$ cat config.mk
export PLATFORM = sky130hd
export DESIGN_NAME = spi_duplex_master
export DESIGN_NICKNAME = d
export VERILOG_FILES = /design/src/rtl/spi_dm_pkg.sv /design/src/rtl/spi_dm_clkdiv.sv /design/src/rtl/spi_dm_shifter.sv /design/src/rtl/spi_duplex_master.sv
export SDC_FILE = /design/constraint.sdc
export NUM_CORES = 1
export LEC_CHECK = 0
export ABC_AREA = 1
export BUFFER_PORTS_ARGS = -buffer_cell sky130_fd_sc_hd__buf_2
export CORE_MARGIN = 4
export CORE_UTILIZATION = 35
export CTS_BUF_LIST = sky130_fd_sc_hd__clkbuf_4
export CTS_CLUSTER_DIAMETER = 80
export CTS_CLUSTER_SIZE = 24
export DETAILED_ROUTE_END_ITERATION = 10
export PLACE_DENSITY = 0.62
export SLEW_MARGIN = 20
export SYNTH_ARGS = -nofsm -noshare
export SYNTH_HDL_FRONTEND = slang
export SYNTH_SLANG_ARGS = --single-unit
$ cat constraint.sdc
create_clock -name clk -period 3.72 [get_ports clk]
set_clock_uncertainty 0.15 [all_clocks]
set_input_delay 0.186 -clock clk [delete_from_list [all_inputs] [get_ports clk]]
set_output_delay 0.186 -clock clk [all_outputs]
set_load 0.005 [all_outputs]
$ cat src/rtl/spi_dm_pkg.sv
package spi_dm_pkg;
    typedef enum logic [1:0] {
        ST_IDLE = 2'b00,
        ST_LOW  = 2'b01,
        ST_HIGH = 2'b11
    } xfer_state_e;
endpackage

$ cat src/rtl/spi_dm_clkdiv.sv
module spi_dm_clkdiv #(
    parameter int DIV_W = 8
) (
    input  logic             clk,
    input  logic             rst_n,
    input  logic             run,
    input  logic [DIV_W-1:0] div_i,
    output logic             tick
);
    logic [DIV_W-1:0] cnt_d, cnt_q;

    // tick marks the last cycle of each half-period
    always_comb begin
        tick  = run && (cnt_q == div_i);
        cnt_d = cnt_q;
        if (!run || tick) begin
            cnt_d = '0;
        end else begin
            cnt_d = cnt_q + 1'b1;
        end
    end

    always_ff @(posedge clk or negedge rst_n) begin
        if (!rst_n) begin
            cnt_q <= '0;
        end else begin
            cnt_q <= cnt_d;
        end
    end
endmodule

$ cat src/rtl/spi_dm_shifter.sv
module spi_dm_shifter #(
    parameter int FRAME_W = 8
) (
    input  logic               clk,
    input  logic               rst_n,
    input  logic               load,
    input  logic [FRAME_W-1:0] load_data,
    input  logic               rise,
    input  logic               fall,
    input  logic               miso,
    output logic               mosi,
    output logic [FRAME_W-1:0] rx_byte
);
    typedef struct packed {
        logic [FRAME_W-1:0] tx_sh;
        logic [FRAME_W-1:0] rx_sh;
    } sh_t;

    sh_t d, q;

    always_comb begin
        d = q;
        if (rise) begin
            d.rx_sh = {q.rx_sh[FRAME_W-2:0], miso};
        end
        if (load) begin
            d.tx_sh = load_data;
        end else if (fall) begin
            d.tx_sh = {q.tx_sh[FRAME_W-2:0], 1'b0};
        end
    end

    always_ff @(posedge clk or negedge rst_n) begin
        if (!rst_n) begin
            q <= '0;
        end else begin
            q <= d;
        end
    end

    assign mosi    = q.tx_sh[FRAME_W-1];
    assign rx_byte = q.rx_sh;
endmodule

$ cat src/rtl/spi_duplex_master.sv
module spi_duplex_master
    import spi_dm_pkg::*;
#(
    parameter int FRAME_W = 8,
    parameter int DIV_W   = 8
) (
    input  logic               clk,
    input  logic               rst_n,
    input  logic [DIV_W-1:0]   div_i,
    input  logic               wr_en,
    input  logic [FRAME_W-1:0] wr_data,
    output logic               tx_empty,
    input  logic               rd_en,
    output logic [FRAME_W-1:0] rd_data,
    output logic               rx_full,
    input  logic               cs_release,
    input  logic               ovr_clr,
    output logic               overrun,
    output logic               busy,
    output logic               sclk,
    output logic               mosi,
    input  logic               miso,
    output logic               cs_n
);
    localparam int CNT_W = $clog2(FRAME_W);
    localparam logic [CNT_W-1:0] LAST_BIT = CNT_W'(FRAME_W - 1);

    typedef struct packed {
        xfer_state_e        st;
        logic [CNT_W-1:0]   bitcnt;
        logic               cs_n;
        logic               rel_pend;
        logic [FRAME_W-1:0] tx_data;
        logic               tx_full;
        logic [FRAME_W-1:0] rx_data;
        logic               rx_full;
        logic               ovr;
    } ctl_t;

    localparam ctl_t CTL_RST = '{
        st:       ST_IDLE,
        bitcnt:   '0,
        cs_n:     1'b1,
        rel_pend: 1'b0,
        tx_data:  '0,
        tx_full:  1'b0,
        rx_data:  '0,
        rx_full:  1'b0,
        ovr:      1'b0
    };

    ctl_t d, q;
    logic tick, rise, fall, load;
    logic [FRAME_W-1:0] rx_byte;

    spi_dm_clkdiv #(.DIV_W(DIV_W)) u_div (
        .clk   (clk),
        .rst_n (rst_n),
        .run   (q.st != ST_IDLE),
        .div_i (div_i),
        .tick  (tick)
    );

    spi_dm_shifter #(.FRAME_W(FRAME_W)) u_shift (
        .clk       (clk),
        .rst_n     (rst_n),
        .load      (load),
        .load_data (q.tx_data),
        .rise      (rise),
        .fall      (fall),
        .miso      (miso),
        .mosi      (mosi),
        .rx_byte   (rx_byte)
    );

    always_comb begin
        d    = q;
        load = 1'b0;
        rise = tick && (q.st == ST_LOW);
        fall = tick && (q.st == ST_HIGH);

        // host side: read frees the receive slot before a completion looks at it
        if (rd_en) begin
            d.rx_full = 1'b0;
        end
        if (ovr_clr) begin
            d.ovr = 1'b0;
        end
        if (wr_en && !q.tx_full) begin
            d.tx_data = wr_data;
            d.tx_full = 1'b1;
        end
        if (cs_release) begin
            if (q.st != ST_IDLE) begin
                d.rel_pend = 1'b1;
            end else begin
                d.cs_n = 1'b1;
            end
        end

        // serial clock edges
        if (rise) begin
            d.st = ST_HIGH;
        end
        if (fall) begin
            d.st = ST_LOW;
            if (q.bitcnt == LAST_BIT) begin
                d.bitcnt = '0;
                if (d.rx_full) begin
                    d.ovr = 1'b1;
                end else begin
                    d.rx_data = rx_byte;
                    d.rx_full = 1'b1;
                end
                if (q.rel_pend || cs_release) begin
                    d.cs_n     = 1'b1;
                    d.rel_pend = 1'b0;
                    d.st       = ST_IDLE;
                end else if (q.tx_full && !d.ovr) begin
                    load      = 1'b1;
                    d.tx_full = 1'b0;
                end else begin
                    d.st = ST_IDLE;
                end
            end else begin
                d.bitcnt = q.bitcnt + 1'b1;
            end
        end

        // start from idle
        if (q.st == ST_IDLE && q.tx_full && !q.ovr) begin
            load      = 1'b1;
            d.tx_full = 1'b0;
            d.st      = ST_LOW;
            d.bitcnt  = '0;
            d.cs_n    = 1'b0;
        end
    end

    always_ff @(posedge clk or negedge rst_n) begin
        if (!rst_n) begin
            q <= CTL_RST;
        end else begin
            q <= d;
        end
    end

    assign tx_empty = !q.tx_full;
    assign rd_data  = q.rx_data;
    assign rx_full  = q.rx_full;
    assign overrun  = q.ovr;
    assign busy     = (q.st != ST_IDLE);
    assign sclk     = (q.st == ST_HIGH);
    assign cs_n     = q.cs_n;
endmodule

== After elaboration in Yosys (flattened, before gate mapping) ==
Index checks and enable logic that the tools add are counted.

* Bits in registers: 50
* Word-level logic and storage cells: 70
* Output and inout bits: 15
* Input bits: 23

* Eq/ne operators: 4
* Add/subtract/negate cells: 2
* Mux-type cells: 32
* Reductions and logical operators: 19
* Bitwise logic cells: 1

{| class="wikitable"
|+ Operators by type and width
! operator !! count
|-
| two-way mux 8 bit || 3
|-
| two-way mux 11 bit || 2
|-
| two-way mux 1 bit || 18
|-
| two-way mux 2 bit || 5
|-
| two-way mux 9 bit || 1
|-
| adder 8 x 1 -> 8 bit, second input constant || 1
|-
| == test 8 bit || 1
|-
| logical AND 1 bit || 7
|-
| two-way mux 7 bit || 1
|-
| two-way mux 6 bit || 1
|-
| nonzero test 2 bit || 3
|-
| logical NOT 1 bit || 4
|-
| adder 3 x 1 -> 3 bit, second input constant || 1
|-
| == test 3 bit, second input constant || 1
|-
| two-way mux 3 bit || 1
|-
| AND reduction 3 bit || 1
|-
| nonzero test 3 bit || 1
|-
| == test 2 x 1 -> 1 bit, second input constant || 1
|-
| == test 2 bit, second input constant || 1
|-
| logical NOT 2 bit || 1
|-
| logical OR 1 bit || 2
|-
| inverter 1 bit || 1
|}

== Logic depth before layout (Yosys ltp) ==
Gate-level depths: netlist (run 1).

* Depth in word-level cells: 12
* Mapped depth: 11
* Mapped depth without buffers: 11

== Cells and area by module ==
Synthesis (run 1) repeated with hierarchy kept, for this count alone.

* Cells, all modules: 272
* Area total of the unflattened synthesis: 2432.3 um^2

{| class="wikitable"
|+ By module, submodules not included
! module !! sequential area each (um^2) !! cells an instance !! area each (um^2) !! instances
|-
| spi_duplex_master || 651.9 || 120 || 1181.1 || 1
|-
| spi_dm_shifter || 400.4 || 81 || 737.0 || 1
|-
| spi_dm_clkdiv || 200.2 || 71 || 514.2 || 1
|}

== Least setup slack after synthesis (run 1) ==
OpenSTA, ideal clock, no wires.

* Path kind: register to register
* From: register q[25] (netlist bit)
* To: register q[21] (netlist bit)
* Cell stages (with the launch flop): 9
* Setup slack: 2.087 ns
* Required time: 3.440 ns
* Arrival: 1.353 ns
* Period minus slack after synthesis: 1.633 ns
* Buffers on the path: 0
* Library setup time: 0.130 ns
* Cells stage by stage: dfrtp_1 nor2_1 inv_2 nor3_1 inv_2 nand2_4 inv_4 nand2_1 o31ai_1

* Longest elaborated chain between the ends: 4
* Elaborated cells between the ends (all ways): 9
* Classes of those cells: eq/ne (1); mux (1); reduce/logical (7)

{| class="wikitable"
|+ Ends and longest elaborated chain
! what !! line !! text
|-
| start, declared || spi_duplex_master.sv:52 || <nowiki>ctl_t d, q;</nowiki>
|-
| start signal, assigned || spi_duplex_master.sv:142 || <nowiki>q <= CTL_RST;</nowiki>
|-
| start signal, assigned || spi_duplex_master.sv:144 || <nowiki>q <= d;</nowiki>
|-
| nonzero test 2 bit || -- ||
|-
| net busy || spi_duplex_master.sv:19 || <nowiki>output logic busy,</nowiki>
|-
| logical AND 1 bit || spi_dm_clkdiv.sv:14 || <nowiki>tick = run && (cnt_q == div_i);</nowiki>
|-
| logical AND 1 bit || spi_duplex_master.sv:80 || <nowiki>fall = tick && (q.st == ST_HIGH);</nowiki>
|-
| nonzero test 2 bit (no line) || -- ||
|}

The timed path passes the listed nets, and every way through them passes these cells.
A chain may end at the register's enable or synchronous reset.

== Worst setup path after layout (run 1) ==
* From: register q[24] (netlist bit)
* To: register q[21] (netlist bit)

* Longest elaborated chain between the ends: 4
* Elaborated cells between the ends (all ways): 9
* Classes of those cells: eq/ne (1); mux (1); reduce/logical (7)

{| class="wikitable"
|+ Ends and longest elaborated chain
! what !! line
|-
| logical NOT 2 bit or nonzero test 2 bit (tied branches) || spi_duplex_master.sv:131, spi_duplex_master.sv:59
|-
| logical AND 1 bit, on equally long branches || spi_duplex_master.sv:131, spi_dm_clkdiv.sv:14
|-
| logical AND 1 bit, on equally long branches || spi_duplex_master.sv:131, spi_duplex_master.sv:80
|-
| two-way mux 6 bit or nonzero test 2 bit (tied branches) || --
|}

Several ways; a longest one is shown, not always the timed one.

==> run summary, run 1 <==
Vias in the first global route: 1843
Worst Setup SP: q[24]$_DFFE_PN0P_
Core Area: 6790 um2
Layout fillers: 676
First-pass GRT wire length: 8340 um
# nets final: 372
PwrDens: 428 nW/um2
Worst r2r src: q[24]$_DFFE_PN0P_
Minimum clock period: 1880 ps
Detailed-route via count: 1938
MaxCap Viol Count: 0
Later-pin clock latency in the skew report: 360 ps
Worst R2R Path Depth: 8
Final wirelength: 4680 um
Post-synthesis register bit count: 50
Total negative slack: 0 ps
Worst-path cell chain: nor2_1, inv_2, nor3_1, inv_2, nand2_4, inv_4, nand2_1, o31ai_1
Worst-margin pin slew: 488 ps
Final setup fails: 0
Share of cells above drive strength 1: 18.7%
# IOs: 38
Max-slew violation count: 0
Via density: 4.37
R2R setup slack: 1840 ps
Drt drc: 0
Distinct cells, synth: 29
Share of the clock period used by the worst path: 50.6%
Yosys Warn Count: 0
Seq/Total Area, Yosys: 50.9%
CP startpoint kind: register
Largest net degree at the start of global routing: 31
Critical path endpoint category: register
CTS Buf Count: 5
Final hold slack: 144 ps
CP max FO: 10
Antenna Nets Post-Route: 0
# rows: 30
Post-Syn Instances: 298
Die X: 91.9 um
Router iterations before antenna repair: 4
Antenna cells: 0
Post-CTS sizing: 0
Final hold vios: 0
Run status: completed
CTS Sinks: 50
Critical path type: register to register
Net Count, Synth: 324
CTS tree: yes
WP data required: 3830 ps
I/O Buffers: 37
Final RePlAce weighted congestion: 0.758
Syn avg cell area: 8.26 um2
Most common cell after layout, fill and taps aside: nand2_1
Arr. time, crit path: 1990 ps
GRT overflow: 0
DR iter-0 viols: 93
Reg2Reg Capture Point: q[21]$_DFFE_PN0N_
CP most frequent cell: inv_2
Syn Std Cell Area: 2460 um2
Clock transition at path regs: 140 ps
P_leak: 1.68 nW
H-tree depth: 2
Fmax: 0.532 GHz
Initial antenna violation count: 0
DR WL/cell: 10.6 um
Die height: 91.9 um
Most frequent cells in the layout: 90 x nand2_1, 49 x dfrtp_1, 45 x inv_1
HP Class: primary input to asynchronous set/reset pin
All-layer global routing usage: 12.1%
Max Root-Sink Buffers: 2
HPWL after DPL: 3400 um
CP max stage cell: dfrtp_1
CTS root buf: clkbuf_4
Worst path max stage delay: 500 ps
RSZ-0062 raised after global routing: false
Initial Util: 36.2%
Layout Area Growth over Synthesis: 17.9%
Slew headroom: 67.5%
Die ar.: 8440 um2
Max VDD drop: 208 uV
area by class of cell:
type                            count  area [um2]  share of cell area, %
Clock inverter                      2        8.76                  0.302
Sequential cell                    50        1250                   43.1
Inverter                           52         199                   6.85
Tap cell                           96         120                   4.14
Multi-Input combinational cell    186         942                   32.5
Clock buffer                        6        45.0                   1.55
Timing Repair Buffer               51         335                   11.6
synth_stat cells (all sizes together):
cell     n  area share (%)
o31ai    1            0.31
clkinv   1            0.20
dfrtp   49              50
nand3   28             6.9
inv     51             7.9
ha       3             1.5
nor2    25             4.9
nor3b    4             1.2
nand2   94              15
dfstp    1             1.1
nand4    1            0.86
xor2     1            0.36
a21oi   12             2.4
o21a     1            0.31
mux2     1            0.46
a21boi   8             2.4
clkbuf   2            0.31
nor3     2            0.41
buf      8             2.4
o21ai    5             1.0
critical path, delay by kind of cell (launching register included):
kind	cells	cell delay (ps)
buffers and inverters	3	340
and+or+nand+nor	4	730
AOI/OAI and AO/OA	1	60
DFF	1	500
timing repair:
action                                 CTS  global route
buffers inserted                         0             0
endpoints found under the hold margin   40             0
hold buffers                            13             0
report_power, final:
part           switching, mW  total, mW  leakage [nW]  internal, mW
Clock                  0.165      0.244        0.0331        0.0787
Combinational          0.171      0.300          1.05         0.130
Sequential            0.0725      0.698         0.598         0.625
worst max-delay path by stage:
stage	to	slack, ps	depth (start not counted)
2_1_floorplan	q[21]$_DFFE_PN0N_	2090	8
3_3_place_gp	q[21]$_DFFE_PN0N_	1850	8
3_5_place_dp	q[21]$_DFFE_PN0N_	1860	8
4_1_cts	u_shift.q[12]$_DFFE_PN0P_	1820	8
5_1_grt	u_shift.q[10]$_DFFE_PN0P_	1630	8
6_report	q[21]$_DFFE_PN0N_	1840	8
flip-flops by register name (all words and copies together), names as in the netlist:
name             flops
q                   15
rd_data              8
u_div.cnt_q          8
u_shift.rx_byte      8
u_shift.q            7
cs_n                 1
overrun              1
rx_full              1
u_shift.mosi         1
routing by layer:
layer  wire length (um)  share of wire [%]  up-vias  global-route usage (%)
li1                   -                  -     1009                       -
met1               2170                 46      887                    15.2
met2               2190                 47       35                    20.1
met3                256                5.5        7                    3.36
met4                 68                1.5        0                    3.96
met5                  0                  0        -                       0
per-stage QoR:
stage	utilization (%)	area (um2)	power [mW]	worst slack (ps)	instances
6_report	42.7	2900	1.24	1840	443
5_1_grt	42.7	2900	1.34	1630	443
4_1_cts	42.7	2900	1.26	1820	443
3_5_place_dp	40.0	2720	1.00	1860	422
3_3_place_gp	39.7	2700	0.985	1850	421
2_1_floorplan	-	2460	0.913	2090	298
cells by family (layout without fill, tap and decap cells):
family,count (synthesis),after routing,synth area share [%]
fa+ha+maj,3,3,1.53
xor+xnor,1,1,0.356
flops,50,50,50.9
compound gates,27,27,6.51
buf+inv,62,111,10.8
simple gates,154,154,29.4
mux,1,1,0.458
Power figures use the tool's default switching activity.
==> run 2: changes to the inputs <==
clock period = 1.9 ns   (was 3.72 ns; I/O delays follow)
==> run 2 against run 1 <==
Effect of this change:
- die area unchanged
- register-to-register slack lost 1700 ps
- sequential power up 92%
- combinational power rose by 130%
- global-route usage about the same
- count of clock-buffer cells in the layout is 1 lower
- power is 100% higher
- first-iteration DRC count decreased by 39%
- critical path type unchanged
==> run summary, run 2 (same netlist as run 1, synthesis figures left out) <==
Die X: 91.9 um (unchanged)
Final setup fails: 0 (unchanged)
Biggest register: q
Critical path type: register to register
DR iter-0 viols: 57 (-39%)
CP max FO: 3 (-7)
HPWL after DPL: 3480 um (+2.4%)
# IOs: 38 (unchanged)
Run status: completed
Antenna cells: 0 (unchanged)
R2R setup slack: 130 ps (-1710 ps)
CTS Sinks: 50 (unchanged)
Later-pin clock latency in the skew report: 380 ps (+20 ps)
CP startpoint kind: register
Slew headroom: 62.9% (-4.6 points)
Drt drc: 0 (unchanged)
CTS tree: yes
# nets final: 389 (+4.6%)
Placement Setup Slack: 74.2 ps (-1780 ps)
Die height: 91.9 um (unchanged)
All-layer global routing usage: 12.0% (-0.035 points)
Most common cell after layout, fill and taps aside: nand2_1
Minimum clock period: 1770 ps (-113 ps)
Total negative slack: 0 ps (unchanged)
CTS Buf Count: 5 (unchanged)
CP max stage cell: dlygate4sd3_1
HP Class: primary input to register
Final RePlAce weighted congestion: 0.795 (+4.8%)
CTS root buf: clkbuf_4
Max Root-Sink Buffers: 2 (unchanged)
Critical path endpoint category: register
Total power: 2.54 mW (+100%)
DR WL/cell: 10.9 um (+3.0%)
Arr. time, crit path: 1880 ps (-110 ps)
Most frequent cells in the layout: 89 x nand2_1, 48 x dfrtp_1, 44 x inv_1
Final hold vios: 0 (unchanged)
Worst path max stage delay: 550 ps (+50 ps)
Fmax: 0.565 GHz (+6.4%)
MaxCap Viol Count: 0 (unchanged)
Layout Area Growth over Synthesis: 24.5%
Largest net degree at the start of global routing: 29 (-6.5%)
# rows: 30 (unchanged)
Die ar.: 8440 um2 (unchanged)
P_leak: 1.77 nW (+5.3%)
Worst-path cell chain: inv_1, nand2_1, mux2_2, dlygate4sd3_1
Max-slew violation count: 0 (unchanged)
Final wirelength: 5010 um (+7.0%)
Post-route cell area: 3060 um2 (+5.5%)
Max FFs per register: 15 (unchanged)
Via density: 4.45 (+1.7%)
Router iterations before antenna repair: 4 (unchanged)
Initial antenna violation count: 0 (unchanged)
Core Area: 6790 um2 (unchanged)
Vias in the first global route: 1834 (-0.49%)
Detailed-route via count: 2047 (+5.6%)
Placed insts: 426 (+0.95%)
PwrDens: 829 nW/um2 (+94%)
First-pass GRT wire length: 8460 um (+1.5%)
Share of cells above drive strength 1: 23.9% (+5.2 points)
H-tree depth: 2 (unchanged)
RSZ-0062 raised after global routing: true
Clock transition at path regs: 160 ps (+20 ps)
Antenna Nets Post-Route: 0 (unchanged)
Final setup margin: 131 ps (-1710 ps)
DP Area: 2750 um2 (+1.1%)
Max VDD drop: 359 uV (+73%)
I/O Buffers: 37 (unchanged)
Worst-margin pin slew: 557 ps (+68.8 ps)
WP data required: 2010 ps (-1820 ps)
Final hold slack: 30.9 ps (-113 ps)
Post-route insts no fill: 460 (+3.8%)
Share of the clock period used by the worst path: 93.1% (+43 points)
Initial Util: 36.2% (unchanged)
Post-Route Utilization: 45.1% (+2.4 points)
GRT overflow: 0 (unchanged)
## run 2: power breakdown
group          internal, mW  leakage [nW]  switching [mW]
sequential             1.23         0.597           0.114
combinational         0.305          1.14           0.383
clock                 0.145        0.0312           0.364
## run 2: cell type report
| type | instances | area (um2) |
|---|---|---|
| Clock buffer | 5 | 37.5 |
| Clock inverter | 3 | 21.3 |
| Fill cell | 688 | 3730 |
| Inverter | 52 | 203 |
| Multi-Input combinational cell | 189 | 985 |
| Sequential cell | 50 | 1250 |
| Tap cell | 96 | 120 |
| Timing Repair Buffer | 65 | 443 |
## run 2: final timing paths
check	from	to	cells after the start
max	q[10]$_DFF_PN0_	q[11]$_DFFE_PN0P_	4
min	rd_en	rx_full$_DFF_PN0_	5
max reg2reg	q[10]$_DFF_PN0_	q[11]$_DFFE_PN0P_	4
min reg2reg	rd_data[4]$_DFFE_PN0P_	rd_data[4]$_DFFE_PN0P_	2
max in group asynchronous	rst_n	q[12]$_DFFE_PN0P_	3
min in group asynchronous	rst_n	rd_data[0]$_DFFE_PN0P_	2
## run 2: timing repair
item / 4_1_cts / 5_1_grt
resized for setup: 0 / 8
hold buffers: 14 / 0
buffers inserted: 0 / 9
hold endpoints to repair: 63 / 0
endpoints found under the setup margin: 0 / 21
## run 2: per-layer routing
metal / track usage, % / up-vias / part of all wire, %
li1: - / 1052 / -
met1: 16.9 / 946 / 49
met2: 19.0 / 44 / 45
met3: 3.28 / 5 / 5.1
met4: 1.86 / 0 / 0.78
met5: 0 / - / 0
## run 2: worst max-delay path: cells and delay by family (launching register included)
family	cells	cell delay, ps
muxes	1	270
and+or+nand+nor	1	100
buffers and inverters	2	710
DFF	1	430
==> run 3: changes to the inputs <==
CORE_MARGIN = default   (was 4)
RECOVER_POWER = 25   (was default)
==> run 3 against run 2 <==
Effect of this change:
- register-to-register slack got worse by 20 ps
- global-route usage increased by 2.0 points
- largest power group unchanged
- worst hold slack better by 14 ps
==> run summary, run 3 (same netlist as run 1, synthesis figures left out) <==
Run status: completed
Worst-margin pin slew: 1220 ps (+663 ps)
MaxCap Viol Count: 0 (unchanged)
Antenna Nets Post-Route: 0 (unchanged)
I/O Buffers: 37 (unchanged)
Final hold vios: 0 (unchanged)
Die ar.: 7370 um2 (-13%)
CTS root buf: clkbuf_4
All-layer global routing usage: 14.1% (+2.0 points)
Router iterations before antenna repair: 4 (unchanged)
CP max FO: 6 (+3)
Most common cell after layout, fill and taps aside: nand2_1
HP Class: primary input to register
Layout fillers: 687 (-0.15%)
# rows: 30 (unchanged)
Core Area: 6790 um2 (unchanged)
Largest net degree at the start of global routing: 51 (+76%)
DR iter-0 viols: 108 (+89%)
Final wirelength: 4830 um (-3.6%)
Initial Util: 36.2% (unchanged)
Post-Route Utilization: 44.6% (-0.50 points)
Detailed-route via count: 1951 (-4.7%)
Share of cells above drive strength 1: 22.3% (-1.6 points)
CP startpoint kind: register
Minimum clock period: 1790 ps (+19.7 ps)
Placed insts: 427 (+0.23%)
Later-pin clock latency in the skew report: 370 ps (about the same)
# nets final: 383 (-1.5%)
# IOs: 38 (unchanged)
Layout Area Growth over Synthesis: 23.1%
PwrDens: 880 nW/um2 (+6.2%)
Slew headroom: 18.7% (-44 points)
Max Root-Sink Buffers: 2 (unchanged)
CTS tree: yes
DP Area: 2760 um2 (+0.27%)
HPWL after DPL: 3320 um (-4.7%)
DR WL/cell: 10.6 um (-2.3%)
Clock transition at path regs: 160 ps (about the same)
Critical path type: register to register
Fmax: 0.559 GHz (-1.1%)
Max FFs per register: 15 (unchanged)
Min-delay src: rd_en
Final RePlAce weighted congestion: 0.727 (-8.4%)
P_leak: 1.74 nW (-1.7%)
Final setup fails: 0 (unchanged)
Vias in the first global route: 1802 (-1.7%)
WP data required: 2060 ps (+50 ps)
First-pass GRT wire length: 8090 um (-4.3%)
Max-slew violation count: 0 (unchanged)
GRT overflow: 0 (unchanged)
Post-route cell area: 3030 um2 (-1.1%)
Arr. time, crit path: 1950 ps (+70 ps)
R2R setup slack: 110 ps (-20 ps)
Max VDD drop: 435 uV (+21%)
Total power: 2.66 mW (+5.0%)
Via density: 4.30 (-3.4%)
Total negative slack: 0 ps (unchanged)
Biggest register: q
CTS Sinks: 50 (unchanged)
Post-route insts no fill: 454 (-1.3%)
Critical path endpoint category: register
Die height: 85.9 um (-6.5%)
Die X: 85.9 um (-6.5%)
Most frequent cells in the layout: 89 x nand2_1, 49 x dfrtp_1, 44 x inv_1
CTS Buf Count: 5 (unchanged)
Drt drc: 0 (unchanged)
Worst Setup SP: u_div.cnt_q[5]$_DFF_PN0_
H-tree depth: 2 (unchanged)
Initial antenna violation count: 0 (unchanged)
Antenna cells: 0 (unchanged)
Share of the clock period used by the worst path: 94.1% (+1.0 points)
Worst r2r src: u_div.cnt_q[5]$_DFF_PN0_
-- run 3: power breakdown --
| part | total [mW] | internal, mW | switching [mW] | leakage [nW] |
|---|---|---|---|---|
| Clock | 0.629 | 0.276 | 0.352 | 0.0374 |
| Sequential | 1.34 | 1.23 | 0.114 | 0.598 |
| Combinational | 0.697 | 0.311 | 0.386 | 1.11 |
-- run 3: path summary, 6_finish.rpt --
kind                                       endpoint  cells after the start
max                        u_shift.mosi$_DFFE_PN0P_                     10
min                               rx_full$_DFF_PN0_                      5
max reg2reg                u_shift.mosi$_DFFE_PN0P_                     10
min reg2reg                  rd_data[4]$_DFFE_PN0P_                      2
max in group asynchronous         q[12]$_DFFE_PN0P_                      3
min in group asynchronous    rd_data[2]$_DFFE_PN0P_                      3
-- run 3: cell type report --
cell class	count	area [um2]	area share, %
clock inverters	3	45.0	1.49
flip-flops and latches	50	1250	41.3
multi-input cells	187	961	31.7
clock buffers	5	37.5	1.24
inverters	52	203	6.69
well taps	96	120	3.97
repair buffers	61	410	13.5
-- run 3: layer usage --
layer / up-vias / global-route usage [%] / wire length [um]
met1: 874 / 19.1 / 2410
met4: 0 / 4.55 / 65
met5: - / 0 / 0
met3: 6 / 3.27 / 162
li1: 1035 / - / -
met2: 36 / 22.3 / 2190
-- run 3: stage by stage --
step           setup slack [ps]  hold WS [ps]
5_1_grt                   -4.95          45.8
2_1_floorplan               267          -351
6_report                    112          44.8
3_3_place_gp                117         -45.6
3_5_place_dp                105         -35.5
4_1_cts                    72.8          13.8
-- run 3: what timing repair did --
item,in CTS,in global routing
gates resized for setup,0,7
hold buffers,14,0
buffers inserted,0,4
endpoints found under the hold margin,63,0
setup endpoints to repair,0,23
-- run 3: worst max-delay path, cell delays in order, from the launching register on --
cell and delay, ps:
dfrtp_1 450, nand2_1 80, nand2_1 60, nor2_2 140, nand2_2 100, nor2_8 170, nand4_4 170, buf_12 180
nand3_1 70, nand3_1 90, nand2_1 60
